**config.mk**
```make
export PLATFORM = sky130hd
export DESIGN_NAME = rpt_pc_sequencer
export DESIGN_NICKNAME = d
export VERILOG_FILES = /design/src/rtl/rpt_pc_pkg.sv /design/src/rtl/rpt_pc_ctrl.sv /design/src/rtl/rpt_pc_dpath.sv /design/src/rtl/rpt_pc_sequencer.sv
export SDC_FILE = /design/constraint.sdc
export NUM_CORES = 1
export LEC_CHECK = 0
export ABC_AREA = 1
export BUFFER_PORTS_ARGS = -buffer_cell sky130_fd_sc_hd__buf_2
export CAP_MARGIN = 20
export CELL_PAD_IN_SITES_DETAIL_PLACEMENT = 1
export CELL_PAD_IN_SITES_GLOBAL_PLACEMENT = 1
export CORE_AREA = 2 2 140 142
export DETAILED_ROUTE_END_ITERATION = 12
export DIE_AREA = 0 0 142 144
export PLACE_DENSITY_LB_ADDON = 0.1
export SLEW_MARGIN = 0
export SYNTH_ARGS = -nofsm -noshare
export SYNTH_HDL_FRONTEND = slang
export SYNTH_SLANG_ARGS = --single-unit
```
**constraint.sdc**
```tcl
create_clock -name clk -period 3.1 [get_ports clk]
set_clock_uncertainty 0.1 [all_clocks]
set_input_delay 0.62 -clock clk [delete_from_list [all_inputs] [get_ports clk]]
set_output_delay 0.62 -clock clk [all_outputs]
set_load 0.02 [all_outputs]
```
**src/rtl/rpt_pc_pkg.sv**
```systemverilog
package rpt_pc_pkg;

  // Next-PC source chosen by the control, before the breakpoint compare.
  typedef struct packed {
    logic takeBranch;
    logic loopBack;
    logic loopExit;
  } seqSel_t;

  // Commit strobes, produced once the candidate PC is known.
  typedef struct packed {
    logic commit;
    logic trap;
  } seqCommit_t;

endpackage

```
**src/rtl/rpt_pc_ctrl.sv**
```systemverilog
module rpt_pc_ctrl
  import rpt_pc_pkg::*;
#(
  parameter int PC_W   = 16,
  parameter int CNT_W  = 16,
  parameter int ST_W   = 16,
  parameter int RP_BIT = 7,
  parameter int DB_BIT = 12
) (
  input  logic             retire,
  input  logic             pcChanged,
  input  logic [PC_W-1:0]  pcQ,
  input  logic [PC_W-1:0]  repEnd,
  input  logic [CNT_W-1:0] repCount,
  input  logic [ST_W-1:0]  statusIn,
  input  logic             candMatch,
  output seqSel_t          sel,
  output seqCommit_t       cmt
);

  logic atLoopEnd;
  logic lastPass;

  assign atLoopEnd = !pcChanged && statusIn[RP_BIT] && (pcQ == repEnd);
  assign lastPass  = (repCount == CNT_W'(1));

  always_comb begin
    sel.takeBranch = pcChanged;
    sel.loopBack   = atLoopEnd && !lastPass;
    sel.loopExit   = atLoopEnd && lastPass;
  end

  always_comb begin
    cmt.commit = retire;
    cmt.trap   = retire && statusIn[DB_BIT] && candMatch;
  end

endmodule

```
**src/rtl/rpt_pc_dpath.sv**
```systemverilog
module rpt_pc_dpath
  import rpt_pc_pkg::*;
#(
  parameter int              PC_W     = 16,
  parameter int              CNT_W    = 16,
  parameter int              ST_W     = 16,
  parameter logic [PC_W-1:0] RESET_PC = 16'hFFC0,
  parameter logic [PC_W-1:0] TRAP_VEC = 16'hFF00,
  parameter int              SM_BIT   = 15,
  parameter int              RP_BIT   = 7
) (
  input  logic             clk,
  input  logic             rstN,
  input  seqSel_t          sel,
  input  seqCommit_t       cmt,
  input  logic [PC_W-1:0]  branchTgt,
  input  logic [PC_W-1:0]  repStart,
  input  logic [CNT_W-1:0] repCount,
  input  logic [PC_W-1:0]  bkptAddr,
  input  logic [ST_W-1:0]  statusIn,
  output logic             candMatch,
  output logic [PC_W-1:0]  pcQ,
  output logic [CNT_W-1:0] countQ,
  output logic [ST_W-1:0]  statusQ,
  output logic             rptClr,
  output logic             trapHit,
  output logic [PC_W-1:0]  savedPc,
  output logic [ST_W-1:0]  savedStatus
);

  logic [PC_W-1:0]  seqPc;
  logic [PC_W-1:0]  candPc;
  logic [PC_W-1:0]  pcNext;
  logic [CNT_W-1:0] countNext;
  logic [ST_W-1:0]  statusMid;
  logic [ST_W-1:0]  statusNext;

  assign seqPc = pcQ + PC_W'(1);

  always_comb begin
    if (sel.takeBranch)    candPc = branchTgt;
    else if (sel.loopBack) candPc = repStart;
    else                   candPc = seqPc;
  end

  assign candMatch = (candPc == bkptAddr);
  assign pcNext    = cmt.trap ? TRAP_VEC : candPc;

  always_comb begin
    if (sel.loopBack)      countNext = repCount - CNT_W'(1);
    else if (sel.loopExit) countNext = '0;
    else                   countNext = repCount;
  end

  // Per-bit status rebuild: repeat bit cleared on loop exit,
  // everything except supervisor bit cleared on trap.
  for (genvar b = 0; b < ST_W; b++) begin : g_stBit
    if (b == RP_BIT) begin : g_rp
      assign statusMid[b] = statusIn[b] & ~sel.loopExit;
    end else begin : g_pass
      assign statusMid[b] = statusIn[b];
    end
    if (b == SM_BIT) begin : g_keep
      assign statusNext[b] = statusMid[b];
    end else begin : g_mask
      assign statusNext[b] = statusMid[b] & ~cmt.trap;
    end
  end

  always_ff @(posedge clk or negedge rstN) begin
    if (!rstN) begin
      pcQ         <= RESET_PC;
      countQ      <= '0;
      statusQ     <= '0;
      rptClr      <= 1'b0;
      trapHit     <= 1'b0;
      savedPc     <= '0;
      savedStatus <= '0;
    end else begin
      rptClr  <= cmt.commit && sel.loopExit;
      trapHit <= cmt.trap;
      if (cmt.commit) begin
        pcQ     <= pcNext;
        countQ  <= countNext;
        statusQ <= statusNext;
      end
      if (cmt.trap) begin
        savedPc     <= candPc;
        savedStatus <= statusMid;
      end
    end
  end

endmodule

```
**src/rtl/rpt_pc_sequencer.sv**
```systemverilog
module rpt_pc_sequencer
  import rpt_pc_pkg::*;
#(
  parameter int              PC_W     = 16,
  parameter int              CNT_W    = 16,
  parameter int              ST_W     = 16,
  parameter logic [PC_W-1:0] RESET_PC = 16'hFFC0,
  parameter logic [PC_W-1:0] TRAP_VEC = 16'hFF00,
  parameter int              SM_BIT   = 15,
  parameter int              DB_BIT   = 12,
  parameter int              RP_BIT   = 7
) (
  input  logic               clk,
  input  logic               rstN,
  input  logic               retire,
  input  logic               pcChanged,
  input  logic [PC_W-1:0]    branchTgt,
  input  logic [PC_W-1:0]    repStart,
  input  logic [PC_W-1:0]    repEnd,
  input  logic [CNT_W-1:0]   repCount,
  input  logic [PC_W-1:0]    bkptAddr,
  input  logic [ST_W-1:0]    statusIn,
  output logic [PC_W-1:0]    pcQ,
  output logic [PC_W+1:0]    fetchAddr,
  output logic [CNT_W-1:0]   countQ,
  output logic [ST_W-1:0]    statusQ,
  output logic               rptClr,
  output logic               trapHit,
  output logic [PC_W-1:0]    savedPc,
  output logic [ST_W-1:0]    savedStatus
);

  localparam int BYTE_SHIFT = 2;

  seqSel_t    sel;
  seqCommit_t cmt;
  logic       candMatch;

  rpt_pc_ctrl #(
    .PC_W(PC_W), .CNT_W(CNT_W), .ST_W(ST_W),
    .RP_BIT(RP_BIT), .DB_BIT(DB_BIT)
  ) u_ctrl (
    .retire(retire), .pcChanged(pcChanged), .pcQ(pcQ), .repEnd(repEnd),
    .repCount(repCount), .statusIn(statusIn), .candMatch(candMatch),
    .sel(sel), .cmt(cmt)
  );

  rpt_pc_dpath #(
    .PC_W(PC_W), .CNT_W(CNT_W), .ST_W(ST_W), .RESET_PC(RESET_PC),
    .TRAP_VEC(TRAP_VEC), .SM_BIT(SM_BIT), .RP_BIT(RP_BIT)
  ) u_dpath (
    .clk(clk), .rstN(rstN), .sel(sel), .cmt(cmt), .branchTgt(branchTgt),
    .repStart(repStart), .repCount(repCount), .bkptAddr(bkptAddr),
    .statusIn(statusIn), .candMatch(candMatch), .pcQ(pcQ), .countQ(countQ),
    .statusQ(statusQ), .rptClr(rptClr), .trapHit(trapHit),
    .savedPc(savedPc), .savedStatus(savedStatus)
  );

  assign fetchAddr = {pcQ, {BYTE_SHIFT{1'b0}}};

endmodule

```
-- Word level (Yosys, flattened, before mapping)
Index checks and enable logic that the tools add are counted.
- bits in registers: 82
- word-level logic and storage cells: 44
- input port bits: 100
- output and inout bits: 100
- bitwise logic cells: 18
- muxes and demuxes: 5
- eq/ne operators: 3
- add/sub/neg operators: 2
- reduce and logical (&&, ||, !) cells: 9
- operators by type and width (kind ; number):
    $mux 16 ; 5
    $eq 16x16->1 ; 2
    $add 16x1->16 const B ; 1
    $and 1x1->1 ; 16
    $eq 16x1->1 const B ; 1
    $sub 16x1->16 const B ; 1
    $logic_and 1x1->1 ; 7
    $logic_not 1->1 ; 2
    $not 1->1 ; 2

-- Longest topological paths before layout
Gate-level depths: netlist of the first run.
- word-level depth: 10
- depth in mapped cells: 21

-- By module
A second synthesis of the first run with hierarchy kept.
- cell total of the unflattened synthesis: 690
- area, all modules: 4947.2 um^2
- modules (own cells, without submodules) (module ; area each (um^2) ; instances ; sequential area each (um^2) ; cells each):
    rpt_pc_dpath ; 4414.2 ; 1 ; 2064.5 ; 577
    rpt_pc_ctrl ; 394.1 ; 1 ; 0.0 ; 94
    rpt_pc_sequencer ; 138.9 ; 1 ; 0.0 ; 19

-- Worst setup path before layout of the first run
OpenSTA, ideal clock, no wires.
- kind: register to register
- from: register u_dpath.pcQ[0]
- to: register u_dpath.statusQ[4]
- clock period less this slack: 2681 ps
- arrival: 2464 ps
- required time: 2884 ps
- stages on the path, launching flop included: 19
- library setup time: 116 ps
- path slack: 419 ps
- path through: dfrtp_1 > ha_1 > nand2_1 > nor2_1 > nand2_1 > nor2_1 > xor2_1 > nand2_1 > nand3_2 > nand2_1 > nand2_1 > nand2_1 > nor2_1 > nand2_1 > nor2_4 > nand3_4 > buf_6 > nand2_1 > nand2_1
- cells in the longest elaborated chain, start to end: 9
- ends and longest elaborated chain (what ; line ; source):
    from (decl) ; rpt_pc_dpath.sv:22 ; output logic [PC_W-1:0] pcQ,
    from (signal assigned) ; rpt_pc_dpath.sv:83 ; pcQ <= pcNext;
    parallel branches: the longest is 3 deep, another holds $add 16x1->16 ; n/a ;
    $mux 16 * ; rpt_pc_dpath.sv:42 ; else if (sel.loopBack) candPc = repStart;
    $mux 16 * ; rpt_pc_dpath.sv:41 ; if (sel.takeBranch) candPc = branchTgt;
    $eq 16x16->1 * ; rpt_pc_dpath.sv:46 ; assign candMatch = (candPc == bkptAddr);
    $logic_and 1x1->1 * ; rpt_pc_ctrl.sv:35 ; cmt.trap = retire && statusIn[DB_BIT] && candMatch;
    $not 1->1 * ; rpt_pc_dpath.sv:66 ; assign statusNext[b] = statusMid[b] & ~cmt.trap;
    $and 1x1->1 * ; rpt_pc_dpath.sv:66 ;
    to (signal assigned) ; rpt_pc_dpath.sv:85 ; statusQ <= statusNext;
    to (decl) ; rpt_pc_dpath.sv:24 ; output logic [ST_W-1:0] statusQ,
Every way passes the cells marked *.
A chain may end at the register's enable or synchronous reset.

-- Worst setup path after layout of the first run
- from: register u_dpath.pcQ[13]
- to: register u_dpath.savedPc[14]
- cells in the longest elaborated chain, start to end: 7
- ends and longest elaborated chain (what ; line ; source):
    parallel branches: the longest is 3 deep, another holds $add 16x1->16 ; n/a ;
    $mux 16 * ; rpt_pc_dpath.sv:42 ;
    $mux 16 * ; rpt_pc_dpath.sv:41 ;
    $eq 16x16->1 ; rpt_pc_dpath.sv:46 ;
    $logic_and 1x1->1 ; rpt_pc_ctrl.sv:35 ;
    to (signal assigned) ; rpt_pc_dpath.sv:88 ; savedPc <= candPc;
    to (decl) ; rpt_pc_dpath.sv:27 ; output logic [PC_W-1:0] savedPc,
Marked as above.

==> out/metrics.yaml, run 1 <==
run_status: "finished with violations"
failed_checks: "setup timing"
cts.htree.levels: 3
antenna_found_initial: 0
die_w_um: 142
totalNegativeSetupSlack_ps: -1210
worst_slack_ps: -61.8
grt_first_pass_wirelength_um: 34000
placed_cells_incl_taps: 1283
most-common-layout-cells: "nand2_1, buf_2, buf_4, dfrtp_1, inv_1"
portBuffers: 197
wl_per_cell_um: 17.2
cts_root_buffer: "clkbuf_16"
clockPowerShare_pct: 33.6
core_area_um2: 19100
net-switching-power_mw: 1.22
place_worst_setup_slack_ps: -124
slew_at_the_pin_with_the_worst_max_slew_slack_ps: 676
combPwrFrac_pct: 29.8
cellLeakagePower_nw: 4.56
timing.final.hold_violations: 0
ys_ff_latch: 82
remaining_drc_errors: 0
area.growth.synth_to_final_pct: 45.3
path_max_fanout: 7
power.density_nw_per_um2: 408
detailed_place.area_um2: 7180
tritoncts.num_buffers: 9
clock.fmax_mhz: 316
critPathBufInv: 3
arrival_ps: 3290
tritoncts: "yes"
post_synth.cell_area_avg_um2: 6.82
cap_violations: 0
grt_setup_unrepaired: "yes"
netlist-cell-type-count: 43
yosys_top_cell_by_area: "dfrtp_1"
critPathMaxStageDelay_ps: 600
vias_in_the_first_global_route: 6267
internal-power_mw: 2.09
synthesis.yosys.warnings: 0
die_h_um: 144
drtPass1Iterations: 4
slew_violations: 0
min_period_over_period_pct: 102
setup_viol: 41
num_antenna_cells: 0
route.antenna.remaining_nets: 0
cts_hold_buffers: 0
die-area_um2: 20400
mostFrequentLayoutCell: "nand2_1"
critical_path_cell_by_cell: "inv_2 > nand2_2 > nand2_1 > nor2_1 > nand2_1 > nor2_4 > nand4_4 > buf_6 > nand2_1 > nand3_1 > nand3b_1 > nand2_1 > nor2_1 > nand2_1 > nor2_4 > nand3_4 > clkbuf_16 > nand2_2 > nand2_1"
yosysSeqAreaShare_pct: 36.9
cp-start-kind: "flop"
share_seq_of_total_power_pct: 36.6
wl_um: 22700
overall_fraction_of_global_route_tracks_in_use_pct: 21.6
share_of_cells_above_drive_strength_1_pct: 42.7
netlist_top_cells_area: "dfrtp_1, nand2_1, inv_1"
postLayoutCellArea_um2: 8120
finalWorstPathRequiredPeriod_ps: 3160
relSlewSlack_pct: 54.9
drt_iter0_markers: 224
critical_path_required_ps: 3230
core.rowCount: 51
cp_top_family: "simple AND/OR/NAND/NOR gates"
grt_max_degree: 57
io_pins: 200
worst_hold_path_type: "input port to asynchronous set/reset pin"
yosys.area.top_type_share_pct: 32.2
initial_core_util_pct: 29.3
post_layout_nonfiller_instances: 1318
critPathKind: "flop to flop"
critical-path-slowest-cell: "dfstp_2"
syn-instance-count: 819
peak_supply_drop_uv: 276
syn_area_um2: 5590
cp-end-kind: "flop"
postLayoutCoreUtil_pct: 42.6
routabilityCongestion: 0.831
vias: 6108
critPathMostFrequentCell: "nand2_1"
swShare_pct: 36.8
cts.path.max_buffers: 2
global_route.overflow_total: 0
clk_transition_reported_paths_ps: 70
route.detailed.vias_per_inst: 4.63
hold_slack_final_ps: 112
nets: 1178
clock_sink_count: 82
report.power.total_mw: 3.31
worstSkewPairLatency_ps: 360
detailedPlacementHpwl_um: 16700
## layer usage
metal	vias to the layer above	track usage, %	wire, um	part of all wire (%)
met5	-	0	0	0
met4	0	4.68	344	1.5
met3	18	4.57	1100	4.8
met2	137	35.8	10500	46
met1	2886	29.1	10800	48
li1	3067	-	-	-
## worst paths after layout
path | cells past startpoint | end | start | slack [ps]
min reg2reg | 2 | u_dpath.savedStatus[7] | u_dpath.savedStatus[7] | 370
max | 19 | u_dpath.savedPc[14] | u_dpath.pcQ[13] | -60
min in group clk | 2 | u_dpath.savedStatus[7] | u_dpath.savedStatus[7] | 370
min | 1 | u_dpath.pcQ[4] | rstN | 110
max reg2reg | 19 | u_dpath.savedPc[14] | u_dpath.pcQ[13] | -60
max in group asynchronous | 2 | u_dpath.pcQ[8] | rstN | 2080
## power by group through the flow
stage                     Clock, mW  Sequential (mW)  Combinational, mW
after floorplan                   0             1.32              0.434
after global placement            0             1.23              0.921
after detailed placement          0             1.23              0.928
after CTS                      1.15             1.21              0.932
after global routing           1.20             1.22               1.09
final                          1.11             1.21              0.988
## logic make-up (layout without fill, tap and decap cells)
group                    count (synthesis)  count (layout)  share of synthesized area (%)
AO/OA/AOI/OAI                           27              27                           2.96
XOR/XNOR                                18              18                           2.82
adder cells (fa/ha/maj)                  3               3                          0.672
buffers and inverters                  134             392                           11.5
flip-flops                              82              82                           36.9
other                                    1               2                         0.0671
AND/OR/NAND/NOR                        554             556                           45.0
## cell type report
| class | count | area, um2 |
|---|---|---|
| inverter | 86 | 330 |
| clock inverter | 7 | 72.6 |
| timing repair buffer | 290 | 1850 |
| tap | 238 | 298 |
| clock buffer | 9 | 225 |
| fill | 2432 | 11000 |
| multi-input combinational | 606 | 3280 |
| sequential | 82 | 2070 |
## flip-flops by register name, summed over array words and instances (netlist names)
signal	count
u_dpath.pcQ	16
u_dpath.countQ	16
u_dpath.rptClr	1
u_dpath.trapHit	1
u_dpath.savedStatus	16
u_dpath.savedPc	16
u_dpath.statusQ	16
## cells in the mapped netlist, drive strengths merged
master / instances
clkinv: 1
o221ai: 1
or2: 17
nand4: 35
or4: 1
and2: 1
nand3b: 15
clkbuf: 8
nand2: 342
nor4: 4
a31oi: 1
dfrtp: 72
xnor2: 3
nand3: 49
a31o: 1
conb: 1
o2111ai: 1
inv: 85
nor3: 10
buf: 39
dfstp: 10
dlygate4sd1: 1
ha: 3
nor2: 79
nor4b: 1
a21oi: 5
o21ai: 14
a32o: 3
xor2: 15
o21a: 1
## repair_timing
action                     4_1_cts  5_1_grt
setup buffers                    3        9
setup endpoints to repair       41       69
gates cloned                     0        8
gates resized for setup          0      122
pin swaps                        0       37
Note: power is estimated with default switching activity, not from simulation.
==> run 2, diff against run 1 <==
--- a/config.mk
+++ b/config.mk
@@ -10,10 +10,11 @@
 export CAP_MARGIN = 20
 export CELL_PAD_IN_SITES_DETAIL_PLACEMENT = 1
 export CELL_PAD_IN_SITES_GLOBAL_PLACEMENT = 1
-export CORE_AREA = 2 2 140 142
+export CORE_AREA = 2 2 130 132
 export DETAILED_ROUTE_END_ITERATION = 12
-export DIE_AREA = 0 0 142 144
+export DIE_AREA = 0 0 132 134
 export PLACE_DENSITY_LB_ADDON = 0.1
+export SETUP_SLACK_MARGIN = 0.15
 export SLEW_MARGIN = 0
 export SYNTH_ARGS = -nofsm -noshare
 export SYNTH_HDL_FRONTEND = slang
==> run 2 against run 1 <==
  * The flow now finishes without violations
  * Critical path depth stayed put
  * Sequential cell count stayed put
  * Combinational power hardly changed
  * Final cell count is 0.83% lower
  * Cell area is 0.22% lower
  * Sequential power hardly changed
  * Critical path type unchanged
==> out/metrics.yaml, run 2 (synthesis gave the netlist of run 1 again) <==
run_status: "finished clean"
drt_iter0_markers: 192
setup_viol: 0
relSlewSlack_pct: 64.8
cts.htree.levels: 3
placed_cells_incl_taps: 1263
route.detailed.vias_per_inst: 4.79
grt_max_degree: 57
clock.fmax_mhz: 325
filler_cell_count: 2174
critPathKind: "flop to flop"
path_max_fanout: 8
multi_input_area_um2: 3130
most-common-layout-cells: "nand2_1, buf_2, buf_4"
detailedPlacementHpwl_um: 15900
core_area_um2: 16300
min_period_over_period_pct: 99.3
hold_slack_final_ps: 121
postLayoutCoreUtil_pct: 49.8
net-switching-power_mw: 1.18
die-area_um2: 17700
drtPass1Iterations: 4
portBuffers: 197
seqCellArea_um2: 2070
peak_supply_drop_uv: 249
die_w_um: 132
grt_first_pass_wirelength_um: 34400
grt_setup_unrepaired: "yes"
power.density_nw_per_um2: 417
wl_um: 22100
vias_in_the_first_global_route: 6471
cp-start-kind: "flop"
share_seq_of_total_power_pct: 35.7
die_h_um: 134
cts_root_buffer: "clkbuf_16"
antenna_found_initial: 2
arrival_ps: 3220
share_of_cells_above_drive_strength_1_pct: 41.5
postLayoutCellArea_um2: 8110
clk_transition_reported_paths_ps: 70
cap_violations: 0
mostFrequentLayoutCell: "nand2_1"
nets: 1184
initial_core_util_pct: 34.3
wl_per_cell_um: 16.9
vias: 6265
clockPowerShare_pct: 34.4
finalWorstPathRequiredPeriod_ps: 3080
combPwrFrac_pct: 29.9
clock_sink_count: 82
core.rowCount: 47
swShare_pct: 35.0
remaining_drc_errors: 0
cts.path.max_buffers: 2
worstSkewPairLatency_ps: 350
slew_violations: 0
critical_path_required_ps: 3240
area.growth.synth_to_final_pct: 45.0
tritoncts.num_buffers: 9
cts_hold_buffers: 0
global_route.overflow_total: 0
route.antenna.remaining_nets: 0
post_layout_nonfiller_instances: 1307
io_pins: 200
overall_fraction_of_global_route_tracks_in_use_pct: 25.0
cp-end-kind: "flop"
routabilityCongestion: 0.820
timing.final.hold_violations: 0
cellLeakagePower_nw: 4.62
internal-power_mw: 2.20
tritoncts: "yes"
detailed_place.area_um2: 7170
worst_hold_path_type: "input port to asynchronous set/reset pin"
slew_at_the_pin_with_the_worst_max_slew_slack_ps: 528
run 2: changes by cell type in the layout (fill, tap and decap cells not counted), moves of 7 or more:
cell | previous run | this run
buf_4 | 70 | 78
nor2_1 | 67 | 56
nand2_4 | 21 | 1
nand2_1 | 273 | 302
nor2_4 | 5 | 12
buf_6 | 17 | 9
nand2_2 | 48 | 39
run 2: metal layers:
| layer | wire, um | global-route usage, % | up-vias | share of wire (%) |
|---|---|---|---|---|
| met1 | 9700 | 31.6 | 2991 | 44 |
| met3 | 1060 | 5.29 | 31 | 4.8 |
| li1 | - | - | 3083 | - |
| met5 | 7 | 0 | - | 0.032 |
| met4 | 410 | 5.92 | 2 | 1.9 |
| met2 | 10900 | 43.7 | 158 | 49 |
run 2: power groups by stage:
stage,Sequential [mW],Clock (mW),Combinational [mW]
global route,1.22,1.23,1.12
floorplan,1.32,0,0.434
detailed placement,1.23,0,0.922
finish,1.21,1.16,1.01
CTS,1.21,1.19,0.973
global placement,1.23,0,0.911
run 2: final cells by class:
| type | count | share of cell area, % |
|---|---|---|
| Multi-Input combinational cell | 605 | 38.7 |
| Sequential cell | 82 | 25.5 |
| Timing Repair Buffer | 297 | 24.5 |
| Inverter | 86 | 4.01 |
| Tap cell | 220 | 3.40 |
| Clock buffer | 10 | 2.95 |
| Clock inverter | 6 | 0.895 |
| Antenna cell | 1 | 0.0309 |
run 2: critical path, stage by stage (launching register included):
cell	delay, ps
dfstp_2	540
buf_4	150
nand2_1	100
nor3_2	260
nand2_1	150
nor2_2	120
xor2_1	180
inv_1	70
nand2_1	60
nand3_1	110
nand3b_1	130
nand2_2	90
nor2_2	140
nand2_2	80
nor2_4	130
nand3_4	140
buf_6	180
buf_12	140
nand2_1	60
nand2_1	50
run 2: final timing paths:
check                                   start                     end  slack [ps]  cells after the start
setup / recovery               u_dpath.pcQ[7]  u_dpath.savedStatus[8]          20                     19
hold reg to reg            u_dpath.savedPc[4]      u_dpath.savedPc[4]         360                      2
max in group asynchronous                rstN          u_dpath.pcQ[0]        2000                      2
min in group clk           u_dpath.savedPc[4]      u_dpath.savedPc[4]         360                      2
setup reg to reg               u_dpath.pcQ[7]  u_dpath.savedStatus[8]          20                     19
hold / removal                           rstN          u_dpath.pcQ[2]         120                      1
run 2: timing repair:
action	CTS	global route
setup buffers	11	8
pin swaps	5	35
gates resized for setup	38	49
cloned	5	3
endpoints found under the setup margin	52	73
run 2: metrics by stage:
stage	TNS, ps	power (mW)	setup slack, ps
finish	0	3.38	22.3
global placement	-17.5	2.14	-3.94
global route	-8280	3.56	-180
detailed placement	-2560	2.15	-79.8
floorplan	0	1.75	419
CTS	0	3.38	139
